$ cat src/rtl/tlb_asid_flush.sv
module tlb_asid_flush #(
  parameter int ID_W       = 8,
  parameter int TLB_N      = 2,
  parameter int WAY_N      = 4,
  parameter int IDX_N      = 16,
  parameter int PAGE_SHIFT = 13,
  parameter int VALID_BIT  = 3,
  parameter int GLOBAL_BIT = 4,
  localparam int ENT_N     = TLB_N * WAY_N * IDX_N,
  localparam int AW        = $clog2(ENT_N)
) (
  input  logic          clk,
  input  logic          rst_n,
  input  logic          start_i,
  input  logic [31:0]   asid_i,
  output logic          busy_o,
  output logic          done_o,
  output logic [AW-1:0] mem_addr_o,
  output logic          mem_rd_o,
  input  logic [31:0]   mem_rdata_lo_i,
  input  logic [31:0]   mem_rdata_hi_i,
  output logic          mem_wr_o,
  output logic [31:0]   mem_wdata_lo_o,
  output logic          inv_valid_o,
  output logic [31:0]   inv_vaddr_o
);

  localparam logic [AW-1:0] LAST     = AW'(ENT_N - 1);
  localparam logic [31:0]   ID_MASK  = (32'd1 << ID_W) - 32'd1;
  localparam logic [31:0]   PG_MASK  = ~((32'd1 << PAGE_SHIFT) - 32'd1);
  localparam logic [31:0]   VLD_MASK = 32'd1 << VALID_BIT;

  logic          busy_q, check_q, done_q;
  logic [AW-1:0] ptr_q;
  logic [31:0]   id_q;
  logic          hit;

  assign hit = busy_q && check_q
            && mem_rdata_lo_i[VALID_BIT] && !mem_rdata_lo_i[GLOBAL_BIT]
            && ((mem_rdata_hi_i & ID_MASK) == id_q);

  always_ff @(posedge clk) begin
    if (!rst_n) begin
      busy_q  <= 1'b0;
      check_q <= 1'b0;
      done_q  <= 1'b0;
      ptr_q   <= '0;
      id_q    <= '0;
    end else begin
      done_q <= 1'b0;
      if (!busy_q) begin
        if (start_i) begin
          busy_q  <= 1'b1;
          check_q <= 1'b0;
          ptr_q   <= '0;
          id_q    <= asid_i & ID_MASK;
        end
      end else if (!check_q) begin
        check_q <= 1'b1;
      end else begin
        check_q <= 1'b0;
        if (ptr_q == LAST) begin
          busy_q <= 1'b0;
          done_q <= 1'b1;
        end else begin
          ptr_q <= ptr_q + 1'b1;
        end
      end
    end
  end

  assign busy_o         = busy_q;
  assign done_o         = done_q;
  assign mem_addr_o     = ptr_q;
  assign mem_rd_o       = busy_q && !check_q;
  assign mem_wr_o       = hit;
  assign mem_wdata_lo_o = mem_rdata_lo_i & ~VLD_MASK;
  assign inv_valid_o    = hit;
  assign inv_vaddr_o    = mem_rdata_hi_i & PG_MASK;

endmodule

$ cat config.mk
export PLATFORM = sky130hd
export DESIGN_NAME = tlb_asid_flush
export DESIGN_NICKNAME = d
export VERILOG_FILES = /design/src/rtl/tlb_asid_flush.sv
export SDC_FILE = /design/constraint.sdc
export NUM_CORES = 1
export LEC_CHECK = 0
export CAP_MARGIN = 20
export CELL_PAD_IN_SITES_DETAIL_PLACEMENT = 0
export CELL_PAD_IN_SITES_GLOBAL_PLACEMENT = 1
export CORE_MARGIN = 4
export CORE_UTILIZATION = 18
export CTS_BUF_LIST = sky130_fd_sc_hd__clkbuf_4 sky130_fd_sc_hd__clkbuf_8
export DETAILED_ROUTE_END_ITERATION = 12
export HOLD_SLACK_MARGIN = 0.03
export PLACE_DENSITY_LB_ADDON = 0.25
export SLEW_MARGIN = 40
export SYNTH_ARGS = -nofsm -noshare
export SYNTH_HDL_FRONTEND = slang
export SYNTH_SLANG_ARGS = --single-unit
$ cat constraint.sdc
create_clock -name clk -period 3.7 [get_ports clk]
set_clock_uncertainty 0.2 [all_clocks]
set_input_delay 0.74 -clock clk [delete_from_list [all_inputs] [get_ports clk]]
set_output_delay 0.74 -clock clk [all_outputs]
set_load 0.05 [all_outputs]
## Word-level counts from Yosys, hierarchy flattened

Cells that the tools add are included.

| cells by class | value |
|---|---|
| add/subtract/negate cells | 1 |
| equality and inequality tests | 4 |
| multiplexer cells | 12 |
| bitwise logic cells | 1 |
| reductions and logical operators | 11 |

Operators with widths:

| operator | count |
|---|---|
| $mux 7 | 4 |
| $eq 8x8->1 | 1 |
| $mux 1 | 8 |
| $add 7x1->7 const B | 1 |
| $eq 7x7->1 const B | 1 |
| $reduce_and 3->1 | 2 |
| $logic_and 1x1->1 | 5 |
| $logic_not 1->1 | 2 |
| $ne 2x1->1 const B | 1 |
| $ne 2x2->1 const B | 1 |
| $reduce_and 2->1 | 1 |
| $reduce_bool 2->1 | 1 |
| $not 1->1 | 1 |

| storage, ports and cells | value |
|---|---|
| bits in registers | 18 |
| bits of input ports | 99 |
| output and inout bits | 76 |
| word-level logic and storage cells | 34 |

## Longest topological paths before layout

| logic depth | value |
|---|---|
| depth in word-level cells | 4 |
| mapped depth | 6 |
| mapped depth without buffers | 5 |

## Worst setup path before layout

No wires, ideal clock.

| path | value |
|---|---|
| path type | register to output |
| start | register busy_q (netlist: busy_o) |
| end | output port mem_wr_o |
| data arrival time | 2622 ps |
| required time | 2760 ps |
| setup slack | 138 ps |
| cell stages (with the launch flop) | 7 |
| buffers on the path | 2 |
| cells stage by stage | dfxtp_1 -> buf_4 -> nand2_4 -> nor4b_1 -> nand2_1 -> nor4_2 -> buf_4 |

| between the ends | value |
|---|---|
| longest elaborated chain between the ends | 4 |

Ends and longest elaborated chain:

| what | RTL line | source |
|---|---|---|
| from (decl) | 33 | `logic busy_q, check_q, done_q;` |
| from (signal assigned) | 44 | `busy_q <= 1'b0;` |
| from (signal assigned) | 53 | `busy_q <= 1'b1;` |
| from (signal assigned) | 63 | `busy_q <= 1'b0;` |
| $logic_and 1x1->1 | 38 | `assign hit = busy_q && check_q` |
| $logic_and 1x1->1 (2 in series) | 39 | `&& mem_rdata_lo_i[VALID_BIT] && !mem_rdata_lo_i[GLOBAL_BIT]` |
| $logic_and 1x1->1 | 40 | `&& ((mem_rdata_hi_i & ID_MASK) == id_q);` |
| to (decl) | 22 | `output logic mem_wr_o,` |

No other way between the ends.

## Final worst setup path

| path | value |
|---|---|
| start | input port mem_rdata_hi_i[3] |
| end | output port inv_valid_o |

| between the ends | value |
|---|---|
| longest elaborated chain between the ends | 2 |

Ends and longest elaborated chain:

| what | RTL line | source |
|---|---|---|
| from (decl) | 21 | `input logic [31:0] mem_rdata_hi_i,` |
| $eq 8x8->1 | 40 |  |
| $logic_and 1x1->1 | 40 |  |
| to (decl) | 24 | `output logic inv_valid_o,` |

No other way between the ends.

==> metrics.txt <==
run status finished clean; final std cells w/o fill 251; Period minus WS final about 3.2 ns; DR iter-0 viols 38; # H-tree levels 1; global-route wire length before repair 4540 um; Finish-stage setup viols 0; routed len/inst 12.1 um; area share of the largest cell type after synthesis 0.355; I/O Pins about 180; PD cells approximately 330 mW/mm2; clock transition at the registers of the reported paths 0.08 ns; Clk Latency, worst-skew pair approximately 0.26 ns; Top FF cell, synth dfxtp_1; antenna-violating nets left 0; Max-slew headroom 0.508; Critical Path RT ~2.8 ns; Place WS 0.429 ns; Setup crit end kind output port; Synth area leader buf_4; Tot Pwr 0.480 mW; Post-Route Utilization 0.199; adder-cell area share of the yosys netlist 0.00895; number of inserted diodes 0; Total GRT Usage 0.0643; width of the die roughly 96 um; port buffer count 33; Syn-to-layout area delta 5.37%; Clock Tree Buf Depth 2; starting density of the core 0.189; largest family of logic cells by synthesized area buffers and inverters; Hold WC Path Type register to register; final worst-path cycle share 0.872; DIE HEIGHT about 96 um; WS Path Type input pin to output port; number of synthesized register bits 18; TritonCTS clock tree built; total setup buffers inserted after CTS 0; worst hold slack roughly 0.28 ns; pin count of the biggest net entering global routing 22; layout cell share with drive strength beyond 1 0.0855; NumNets Final 253; CTS buffer count 3; Post-synth EDFFs 0; Root Buffer clkbuf_8; Resize count post-CTS 0; Final Hold Viols 0; max_cap viols 0; Synth Area in Compound Gates 0.131; detailed-route wire length 3030 um; worst vdd ir 0.102 mV; post-synthesis xor/xnor area fraction 0.0501; Least-Margin Pin Slew around 0.74 ns; Async S/R FF share, synth 0; total gr overflow 0; Vias/cell 3.61; max frequency between 0.3 and 0.4 GHz; Simple-Gate Fraction of Synth Area 0.182; Startpoint Class input pin; CTS Sinks 18; Netlist cell types 36; initial antenna violation count 0; top-count cell post-synth buf_4; Max FO, Critical Path 2; Synth area leaders buf_4 35%, dfxtp_1 26%, nand2_1 6.4%; DRT Pass-1 Iters 4; vias 906; vias in the first global route 938; RSZ-0062 raised after global routing no; Cells after Synth roughly 170; Max Slew Vio Count 0; Post-Place Cell Area ~0.0014 mm2; Post-CTS Hold Fix Bufs 0; Core Area between 0.007 and 0.008 mm2; setup slack, reg-to-reg 1.83 ns; TNS Setup 0 ns; post-synthesis mux area share 0; DIE AREA approximately 0.0092 mm2; P_leak 0.564 nW; DRC 0; top post-synthesis cells by count 66 x buf_4, 24 x nand2_1, 18 x dfxtp_1, 8 x a21boi_0, 8 x xor2_1; Syn Area/Cell roughly 8.2 um2; DP Cell Count 247; Rows 31; sequential fraction of the synthesis area 0.258; RePlAce Congestion roughly 0.69; CP arrival 2.29 ns; HPWL after DPL between 2000 and 2500 um; final setup margin around 0.47 ns; Post-Synthesis Cell Area 0.00140 mm2; Yosys Warn Count 0; post-route cell area 0.00147 mm2
-- area by class of cell --
type                            count  area, um2
Fill cell                         847       5940
Multi-Input combinational cell     95        572
Sequential cell                    18        360
Timing Repair Buffer               34        358
Tap cell                           99        124
Clock buffer                        4       55.1
Inverter                            1       3.75
-- power by group --
group	leakage, nW	switching, mW	internal [mW]
clock network	0.0288	0.0747	0.0948
logic	0.388	0.0660	0.0356
registers	0.147	0.00881	0.200
total	0.564	0.149	0.331
-- layer usage --
metal,GRT usage,wire length [um]
met5,0,0
met4,0.0225,34
met3,0.0297,347
met2,0.0995,1320
met1,0.0781,1330
-- worst paths after layout --
check / startpoint / endpoint / cells after the start
min: id_q[2] / id_q[2] / 2
min reg2reg: id_q[2] / id_q[2] / 2
max reg2reg: mem_addr_o[0] / mem_addr_o[2] / 5
max: mem_rdata_hi_i[3] / inv_valid_o / 7
-- cell usage in the layout, fill, tap and decap left out, drive strengths merged, types with 3 or more instances in the layout --
master and count:
buf 3, conb 14, a21boi 10, nor2 3, nor2b 3, o21ai 4, clkdlybuf4s50 31, nand2 25
dfxtp 18, xor2 8, clkbuf 4
-- worst max-delay path: stages --
cell,delay (ns)
clkdlybuf4s50_1,0.41
xor2_1,0.14
nor4b_1,0.40
nand2_1,0.14
nor4_2,0.14
buf_4,0.17
buf_12,0.13
-- cell families (layout without fill, tap and decap cells) --
logic type,count (synthesis),count (layout)
other,1,14
flip-flops,18,18
XOR/XNOR,8,8
adder cells (fa/ha/maj),1,1
AND/OR/NAND/NOR,48,48
buffers and inverters,71,39
AO/OA/AOI/OAI,24,24
-- registers in the layout, summed over array words and instances, names as in the netlist --
name and cells:
done_o 1, id_q 8, busy_o 1, mem_addr_o 7, check_q 1
Power figures use the tool's default switching activity.
